$ cat src/rtl/irq_pkg.sv
package irq_pkg;
  localparam int NSRC = 32;
  localparam int NLVL = 16;
  localparam logic [NSRC-1:0] IMPL_MASK = 32'hF05D_FF80;
  localparam logic [NSRC-1:0] DIS_RST   = 32'h0FA2_007F;
  localparam int GDIS_BIT = 31;

  typedef logic [3:0]      lvl_idx_t;
  typedef logic [NLVL-1:0] lvl_vec_t;
  typedef lvl_idx_t        lvl_map_t [NSRC];

  typedef enum logic [2:0] {
    RI_PEND  = 3'd0,
    RI_MASK  = 3'd1,
    RI_UNMSK = 3'd2,
    RI_SETMS = 3'd3,
    RI_TGT   = 3'd4
  } reg_idx_e;

  localparam lvl_map_t DEF_MAP = '{
    4'd0, 4'd0, 4'd0, 4'd0, 4'd0, 4'd0, 4'd0, 4'd2,
    4'd3, 4'd5, 4'd6, 4'd7, 4'd9, 4'd10, 4'd11, 4'd13,
    4'd1, 4'd0, 4'd4, 4'd14, 4'd8, 4'd0, 4'd12, 4'd0,
    4'd0, 4'd0, 4'd0, 4'd0, 4'd15, 4'd5, 4'd3, 4'd0
  };

  // one-hot level bit; level 0 never drives anything
  function automatic lvl_vec_t lvl_bit(input lvl_idx_t l);
    lvl_vec_t v;
    v = '0;
    if (l != 4'd0) v[l] = 1'b1;
    return v;
  endfunction

  // sources whose table entry is non-zero
  function automatic logic [NSRC-1:0] live_srcs(input lvl_map_t m);
    logic [NSRC-1:0] s;
    for (int j = 0; j < NSRC; j++) s[j] = (m[j] != 4'd0);
    return s;
  endfunction

  // fold an active-source word down to a level vector
  function automatic lvl_vec_t fold_levels(input logic [NSRC-1:0] act, input lvl_map_t m);
    lvl_vec_t v;
    v = '0;
    for (int j = 0; j < NSRC; j++)
      if (act[j]) v = v | lvl_bit(m[j]);
    return v;
  endfunction
endpackage

$ cat src/rtl/irq_regs.sv
module irq_regs
  import irq_pkg::*;
#(
  parameter int NCPU = 4,
  parameter int TW = 2,
  parameter int TIMER_BIT = 19,
  parameter lvl_map_t LVL_MAP = DEF_MAP
) (
  input  logic            clk,
  input  logic            rst_n,
  input  logic [NSRC-1:0] src_in,
  input  logic [NCPU-1:0] timer_in,
  input  logic            reg_wr,
  input  logic [2:0]      reg_idx,
  input  logic [31:0]     reg_wdata,
  output logic [NSRC-1:0] pend_q,
  output logic [NSRC-1:0] dis_q,
  output logic [TW-1:0]   tgt_q,
  output logic [31:0]     reg_rdata
);
  localparam logic [NSRC-1:0] LIVE = live_srcs(LVL_MAP);

  logic [NSRC-1:0] src_q;
  logic [NCPU-1:0] tmr_q;
  logic [NSRC-1:0] src_rise, src_fall, wmask, pend_d;
  logic            tmr_rise, tmr_fall;
  logic            wr_unmask, wr_setmask, wr_tgt;

  assign src_rise   = src_in & ~src_q & LIVE;
  assign src_fall   = ~src_in & src_q & LIVE;
  assign tmr_rise   = |(timer_in & ~tmr_q);
  assign tmr_fall   = |(~timer_in & tmr_q);
  assign wmask      = reg_wdata & IMPL_MASK;
  assign wr_unmask  = reg_wr && (reg_idx == RI_UNMSK);
  assign wr_setmask = reg_wr && (reg_idx == RI_SETMS);
  assign wr_tgt     = reg_wr && (reg_idx == RI_TGT);

  always_comb begin
    pend_d = (pend_q | src_rise) & ~src_fall;
    if (tmr_rise)      pend_d[TIMER_BIT] = 1'b1;
    else if (tmr_fall) pend_d[TIMER_BIT] = 1'b0;
    if (wr_setmask)    pend_d = pend_d & ~wmask;
  end

  always_ff @(posedge clk or negedge rst_n) begin
    if (!rst_n) begin
      src_q  <= '0;
      tmr_q  <= '0;
      pend_q <= '0;
      dis_q  <= DIS_RST;
      tgt_q  <= '0;
    end else begin
      src_q  <= src_in;
      tmr_q  <= timer_in;
      pend_q <= pend_d;
      if (wr_unmask)  dis_q <= dis_q & ~wmask;
      if (wr_setmask) dis_q <= dis_q | wmask;
      if (wr_tgt)     tgt_q <= reg_wdata[TW-1:0];
    end
  end

  always_comb begin
    case (reg_idx)
      RI_PEND: reg_rdata = {1'b0, pend_q[NSRC-2:0]};
      RI_MASK: reg_rdata = dis_q & IMPL_MASK;
      RI_TGT:  reg_rdata = 32'(tgt_q);
      default: reg_rdata = '0;
    endcase
  end
endmodule

$ cat src/rtl/irq_route.sv
module irq_route
  import irq_pkg::*;
#(
  parameter int NCPU = 4,
  parameter int TW = 2,
  parameter int TIMER_BIT = 19,
  parameter lvl_map_t LVL_MAP = DEF_MAP
) (
  input  logic [NSRC-1:0]      pend,
  input  logic [NSRC-1:0]      dis,
  input  logic [TW-1:0]        tgt,
  input  logic [NCPU*NLVL-1:0] soft_lvl,
  input  logic [NCPU-1:0]      timer_in,
  output lvl_vec_t             hw_lvl,
  output logic [NCPU*NLVL-1:0] lvl_next
);
  localparam lvl_vec_t TMR_LVL  = lvl_bit(LVL_MAP[TIMER_BIT]);
  localparam lvl_vec_t SOFT_USE = {{(NLVL-1){1'b1}}, 1'b0};

  assign hw_lvl = dis[GDIS_BIT] ? '0 : fold_levels(pend & ~dis, LVL_MAP);

  for (genvar c = 0; c < NCPU; c++) begin : g_cpu
    logic sel;
    assign sel = (tgt == TW'(c));
    assign lvl_next[c*NLVL +: NLVL] = (sel ? hw_lvl : '0)
                                    | (soft_lvl[c*NLVL +: NLVL] & SOFT_USE)
                                    | (timer_in[c] ? TMR_LVL : '0);
  end
endmodule

$ cat src/rtl/irq_outreg.sv
module irq_outreg #(
  parameter int W = 64
) (
  input  logic         clk,
  input  logic         rst_n,
  input  logic [W-1:0] d,
  output logic [W-1:0] q,
  output logic [W-1:0] chg
);
  always_ff @(posedge clk or negedge rst_n) begin
    if (!rst_n) begin
      q   <= '0;
      chg <= '0;
    end else begin
      q   <= d;
      chg <= d ^ q;
    end
  end
endmodule

$ cat src/rtl/irq_router.sv
module irq_router
  import irq_pkg::*;
#(
  parameter int NCPU = 4,
  parameter int TIMER_BIT = 19,
  parameter lvl_map_t LVL_MAP = DEF_MAP
) (
  input  logic                 clk,
  input  logic                 rst_n,
  input  logic [NSRC-1:0]      src_in,
  input  logic [NCPU-1:0]      timer_in,
  input  logic [NCPU*NLVL-1:0] soft_lvl,
  input  logic                 reg_wr,
  input  logic [2:0]           reg_idx,
  input  logic [31:0]          reg_wdata,
  output logic [31:0]          reg_rdata,
  output logic [NCPU*NLVL-1:0] lvl_out,
  output logic [NCPU*NLVL-1:0] lvl_chg
);
  localparam int TW = (NCPU > 1) ? $clog2(NCPU) : 1;
  localparam int OW = NCPU * NLVL;

  logic [NSRC-1:0] pend_word, dis_word;
  logic [TW-1:0]   tgt_sel;
  lvl_vec_t        hw_lvl;
  logic [OW-1:0]   lvl_next;

  irq_regs #(.NCPU(NCPU), .TW(TW), .TIMER_BIT(TIMER_BIT), .LVL_MAP(LVL_MAP)) u_regs (
    .clk(clk), .rst_n(rst_n), .src_in(src_in), .timer_in(timer_in),
    .reg_wr(reg_wr), .reg_idx(reg_idx), .reg_wdata(reg_wdata),
    .pend_q(pend_word), .dis_q(dis_word), .tgt_q(tgt_sel), .reg_rdata(reg_rdata)
  );

  irq_route #(.NCPU(NCPU), .TW(TW), .TIMER_BIT(TIMER_BIT), .LVL_MAP(LVL_MAP)) u_route (
    .pend(pend_word), .dis(dis_word), .tgt(tgt_sel), .soft_lvl(soft_lvl),
    .timer_in(timer_in), .hw_lvl(hw_lvl), .lvl_next(lvl_next)
  );

  irq_outreg #(.W(OW)) u_out (
    .clk(clk), .rst_n(rst_n), .d(lvl_next), .q(lvl_out), .chg(lvl_chg)
  );
endmodule

$ cat config.mk
export PLATFORM = sky130hd
export DESIGN_NAME = irq_router
export DESIGN_NICKNAME = d
export VERILOG_FILES = /design/src/rtl/irq_pkg.sv /design/src/rtl/irq_regs.sv /design/src/rtl/irq_route.sv /design/src/rtl/irq_outreg.sv /design/src/rtl/irq_router.sv
export SDC_FILE = /design/constraint.sdc
export NUM_CORES = 1
export LEC_CHECK = 0
export CAP_MARGIN = 40
export CORE_ASPECT_RATIO = 0.7
export CORE_UTILIZATION = 45
export CTS_CLUSTER_SIZE = 8
export DETAILED_ROUTE_END_ITERATION = 8
export GPL_TIMING_DRIVEN = 0
export HOLD_SLACK_MARGIN = 0.02
export PLACE_DENSITY = 0.85
export SYNTH_ARGS = -nofsm -noshare
export SYNTH_HDL_FRONTEND = slang
export SYNTH_SLANG_ARGS = --single-unit
export TNS_END_PERCENT = 50
$ cat constraint.sdc
create_clock -name clk -period 3.05 [get_ports clk]
set_input_delay 0.305 -clock clk [delete_from_list [all_inputs] [get_ports clk]]
set_output_delay 0.305 -clock clk [all_outputs]
set_load 0.03 [all_outputs]
## Word level (Yosys, flattened, before mapping)

Index checks and enable logic that the tools add are counted.

- Bits in latches: 0
- Logic and storage cells: 112
- Register bits after elaboration: 229
- ROM bits: 0
- RAM bits: 0
- Memories: 0
- Output and inout port bits: 160

- $lt $le $gt $ge: 0
- Eq/ne operators: 7
- Multiplexer cells: 48
- Divide/modulo/power cells: 0
- Reductions and logical operators: 8
- Shifts and indexed selects: 0
- Bitwise gates (word level): 42
- Add/subtract/negate cells: 0
- $mul: 0

Operators with widths:

| operator | count |
|---|---|
| 16-bit two-way mux | 21 |
| 16-bit bitwise OR | 9 |
| 32-bit AND | 3 |
| 32-bit two-way mux | 3 |
| 32-bit one-hot mux with 3 select lines | 1 |
| 31-bit AND | 3 |
| 31-bit inverter | 3 |
| 64-bit XOR | 1 |
| 15-bit two-way mux | 4 |
| 31-bit inverter with 32-bit output | 1 |
| 32-bit inverter | 1 |
| 16-bit by 4-bit bitwise OR with 16-bit output | 2 |
| 16-bit by 6-bit bitwise OR with 16-bit output | 2 |
| 32-bit by 31-bit bitwise OR with 32-bit output | 1 |
| 32-bit bitwise OR | 1 |
| 1-bit two-way mux | 18 |
| 16-bit by 10-bit bitwise OR with 16-bit output | 1 |
| 16-bit by 11-bit bitwise OR with 16-bit output | 1 |
| 16-bit by 12-bit bitwise OR with 16-bit output | 1 |
| 16-bit by 13-bit bitwise OR with 16-bit output | 1 |
| 16-bit by 14-bit bitwise OR with 16-bit output | 1 |
| 16-bit by 15-bit bitwise OR with 16-bit output | 1 |
| 16-bit by 2-bit bitwise OR with 16-bit output | 1 |
| 16-bit by 5-bit bitwise OR with 16-bit output | 1 |
| other kinds (16) | 23 |

## Logic depth before layout (Yosys ltp)

- Word-level depth: 40
- Mapped depth: 6
- Gate-level depth less buffers: 4

## Cells and area by module

Synthesis repeated with hierarchy kept, for this count alone.

- Cells, all modules: 524
- Area total of the unflattened synthesis: 7,327.0 µm²

Modules (own cells, without submodules):

| module | times used | area an instance (µm²) | seq. area each (µm²) | cells each |
|---|---|---|---|---|
| irq_outreg | 1 | 3,763.6 | 3,203.1 | 192 |
| irq_regs | 1 | 2,748.9 | 1,476.4 | 237 |
| irq_route | 1 | 814.5 | 0.0 | 95 |

## Worst setup path before layout

OpenSTA, ideal clock, no wires.

- Kind: input-to-output
- Start point: in reg_idx[2]
- End point: out reg_rdata[31]
- Data required time: 2.745 ns
- Arrival: 1.206 ns
- Slack: 1.539 ns
- Buffers on the path: 1
- Stages: 3
- Cells stage by stage: nor3b_2 > buf_4 > and2_1

- Longest elaborated chain between the ends: 2
- Elaborated cells between the ends (all ways): 4

Ends and longest elaborated chain:

| element | line | source |
|---|---|---|
| start: declaration | irq_router.sv:14 | `input logic [2:0] reg_idx,` |
| 3-bit == test (tied with other cells) | irq_regs.sv:63 | `case (reg_idx)` |
| 32-bit one-hot mux with 3 select lines * | irq_regs.sv:63 |  |
| end: declaration | irq_router.sv:16 | `output logic [31:0] reg_rdata,` |

Every way passes the cells marked *; elsewhere a longest branch is shown, timed or not.

## Final worst setup path

- Start point: in reg_idx[2]
- End point: out reg_rdata[18]

Same word-level chain as after synthesis.

==> results.py <==
metrics = {
    "run_status": {
        "run_status": "finished clean",
    },
    "pwr": {
        "power_leakage_nw": 4.72,
        "power.total_mw": 6.94,
        "pwr-share-clk_pct": 33.1,
        "netSwitchingFraction_pct": 30.3,
        "cellInternalPower_mw": 4.84,
        "netSwitchingPower_mw": 2.10,
        "power_density_nw_per_um2": 677,
        "ir_worst_vdd_v": 0.000473,
        "share_comb_of_total_power_pct": 26.1,
        "sequential_fraction_of_design_power_pct": 40.8,
    },
    "timing": {
        "finalCriticalPeriod_ns": 2.83,
        "setup-tns-final_ns": 0,
        "unrepaired_setup_endpoints_after_global_routing": "false",
        "maxSlewViolCount": 0,
        "max_clock_freq_mhz": 353,
        "timing.slew.headroom_pct": 52.0,
        "final_min_period_over_clock_period_pct": 92.9,
        "fin_ws_ns": 0.218,
        "fin_skew_ns": 0.00705,
        "finalHoldViolCount": 0,
        "tightest_slew_ns": 0.718,
        "report.final.setup_viol": 0,
    },
    "routing": {
        "via_count": 4887,
        "detailedRoute.firstIterationViolations": 228,
        "drt_pass1_iterations": 4,
        "routed_via_density": 5.00,
        "route.antenna.remaining_nets": 0,
        "wl_cell_um": 19.3,
        "wl_um": 18900,
        "detail_route.drc_violations": 0,
    },
    "setup_path": {
        "path_depth": 5,
        "crit_type": "in -> out",
        "crit_buf_inv": 3,
        "worstSetupStartpoint": "reg_idx[2]",
        "critPathMostFrequentCell": "clkdlybuf4s50_1",
        "cp-endpoint": "reg_rdata[18]",
        "r2r-start": "u_regs.tgt_q[1]",
        "cp_slowest_cell": "clkdlybuf4s50_1",
        "worst_case_register_to_register_setup_slack_ns": 1.18,
        "crit_chain": "clkdlybuf4s50_1 -> nor3_4 -> buf_4 -> a22o_1 -> clkdlybuf4s50_1",
        "crit_required_ns": 2.74,
        "reg2reg_depth": 4,
        "arrival_ns": 2.53,
        "timing.critical_path.fanout_max": 10,
        "rr_endpoint": "u_out.chg[12]",
        "cp-start-kind": "input pin",
        "slowest_cell_delay_on_critical_path_ns": 0.69,
        "critical-path-top-delay-family": "buffers and inverters",
        "timing.critical_path.to_type": "output pin",
    },
    "synthesis": {
        "postSynthCellCount": 482,
        "syn_std_cell_area_um2": 6790,
        "synth_seq_cells": 178,
        "yosys_synthesis_warning_count": 0,
        "post_synth.cell_area_avg_um2": 14.1,
        "synth_edf_count": 0,
        "main_combinational_cell_family_by_area_after_synthesis": "compound AO/OA/AOI/OAI gates",
        "ys_seq_area_share_pct": 65.6,
        "synthArstFlopShare_pct": 100,
        "synthXorXnorAreaFrac_pct": 7.74,
        "synthMuxAreaShare_pct": 0.498,
        "yosys.area_share.simple_pct": 4.90,
        "synth_ff_type": "dfrtp_1",
        "synth_fa_ha_area_share_pct": 2.51,
        "synth.distinct_cells": 31,
        "synth-compound-area-share_pct": 13.6,
    },
    "floorplan": {
        "floorplan.rows": 37,
        "die_area_um2": 15600,
        "start_util_pct": 46.1,
        "core-area_um2": 14700,
        "fp.dieW_um": 149,
        "io_pins": 298,
        "dieHeight_um": 105,
    },
    "finish": {
        "final_net_count": 908,
        "multi_input_area_um2": 2070,
        "diodes": 0,
        "area.sequential_um2": 4450,
        "fill_cells": 997,
        "final_layout_size_suffix_gt1_share_pct": 10.7,
        "layout-area-overhead-vs-synth_pct": 51.2,
    },
    "grt": {
        "grt_util_all_layers_pct": 25.3,
        "first_global_vias": 5197,
        "wire_length_of_the_first_global_routing_pass_um": 29100,
        "grt_antenna_before_repair": 0,
        "globalRouteOverflowTotal": 0,
        "pin_count_of_the_biggest_net_entering_global_routing": 100,
    },
    "cts": {
        "ctsHtreeMaxLevel": 4,
        "numCtsBuffers": 17,
        "tritoncts": "yes",
        "worst_skew_pair.late_latency_ns": 0.42,
        "clk_path_buf_depth": 2,
        "cts_clk_pin_slew_worst_paths_ns": 0.06,
        "tritoncts_num_sinks": 178,
        "cts-root-buf": "clkbuf_16",
    },
    "placement": {
        "port_buffers": 246,
        "place_congestion": 0.824,
        "hpwl_um": 13500,
        "detailedPlace.worstSlack_ns": -0.0959,
    },
    "run": {
        "max-cap-violations": 0,
    },
    "worst_hold_path": {
        "worst_hold_path_type": "in -> reg",
    },
}
## routing by layer
layer | global-route usage [%] | share of wire, % | up-vias
li1 | - | - | 2187
met1 | 32.0 | 41 | 2463
met2 | 40.7 | 48 | 220
met3 | 9.69 | 9.9 | 17
met4 | 6.27 | 0.88 | 0
met5 | 0 | 0 | -
## metrics by stage
stage | area [µm²] | util (%) | cells | hold slack (ns)
2_1_floorplan | 6860 | - | 501 | 0.00941
3_3_place_gp | 9570 | 65.0 | 942 | 0.450
3_5_place_dp | 9600 | 65.2 | 943 | 0.318
4_1_cts | 10200 | 69.6 | 976 | 0.346
5_1_grt | 10300 | 69.7 | 978 | 0.341
6_report | 10300 | 69.7 | 978 | 0.361
## power by group through the flow
stage          Combinational (mW)  Sequential, mW  Clock (mW)
3_3_place_gp                 1.77            2.86           0
2_1_floorplan               0.503            3.29           0
6_report                     1.81            2.83        2.30
4_1_cts                      1.82            2.83        2.34
5_1_grt                      1.91            2.86        2.44
3_5_place_dp                 1.81            2.87           0
## logic make-up after synthesis
group                    count (synthesis)
AO/OA/AOI/OAI                          117
XOR/XNOR                                60
adder cells (fa/ha/maj)                 17
buffers and inverters                   55
flip-flops                             178
multiplexers                             3
other                                    1
AND/OR/NAND/NOR                         51
## how the worst min path moves through the flow
stage,startpoint,end,slack [ns],cells after the start
4_1_cts,src_in[9],u_regs.src_q[9],0.35,1
3_5_place_dp,rst_n,u_out.q[62],0.32,1
3_3_place_gp,u_out.q[19],u_out.chg[19],0.45,1
2_1_floorplan,rst_n,asynchronous set/reset pin,0.009,0
6_report,src_in[9],u_regs.src_q[9],0.36,1
5_1_grt,src_in[9],u_regs.src_q[9],0.34,1
## repair_timing
action / in CTS / in global routing
hold buffers: 1 / 0
endpoints found under the setup margin: 10 / 6
endpoints found under the hold margin: 79 / 0
buffers inserted: 0 / 2
gates resized for setup: 1 / 1
## layout make-up
type	count	area share (%)
Timing Repair Buffer	250	24.6
Inverter	21	0.768
Buffer	34	2.57
Clock inverter	11	1.71
Sequential cell	178	43.4
Multi-Input combinational cell	268	20.2
Tap cell	195	2.38
Clock buffer	21	4.39
## synthesized netlist by cell type (4+ instances only)
| cell | number | share of area [%] |
|---|---|---|
| dfrtp_1 | 178 | 66 |
| a21boi_0 | 16 | 1.8 |
| xor2_1 | 60 | 7.7 |
| a21o_1 | 56 | 6.2 |
| a211o_1 | 4 | 0.52 |
| buf_4 | 25 | 2.8 |
| inv_1 | 21 | 1.2 |
| buf_6 | 5 | 0.83 |
| nand2b_1 | 4 | 0.37 |
| buf_2 | 4 | 0.29 |
| nand2_1 | 19 | 1.1 |
| maj3_1 | 17 | 2.5 |
| nor3b_2 | 7 | 1.3 |
| nor3b_1 | 7 | 0.77 |
| a22o_1 | 34 | 4.4 |
## cell usage in the layout (no fill, tap or decap), types with 5 or more instances in the layout
cell and count:
xor2_1 60, a22o_1 34, a21o_1 56, maj3_1 17, buf_6 5, a21boi_0 16
conb_1 20, clkdlybuf4s50_1 245, clkbuf_16 17, nor3b_1 7, buf_4 27, inv_1 21
dfrtp_1 178, nor3b_2 6, nand2_1 19
## worst register-to-register path: stages (launching register included)
cell and delay [ns]:
dfrtp_1 0.43, nor2_1 0.48, buf_2 0.47, a21o_1 0.22, xor2_1 0.19
(Power assumes the default switching activity.)
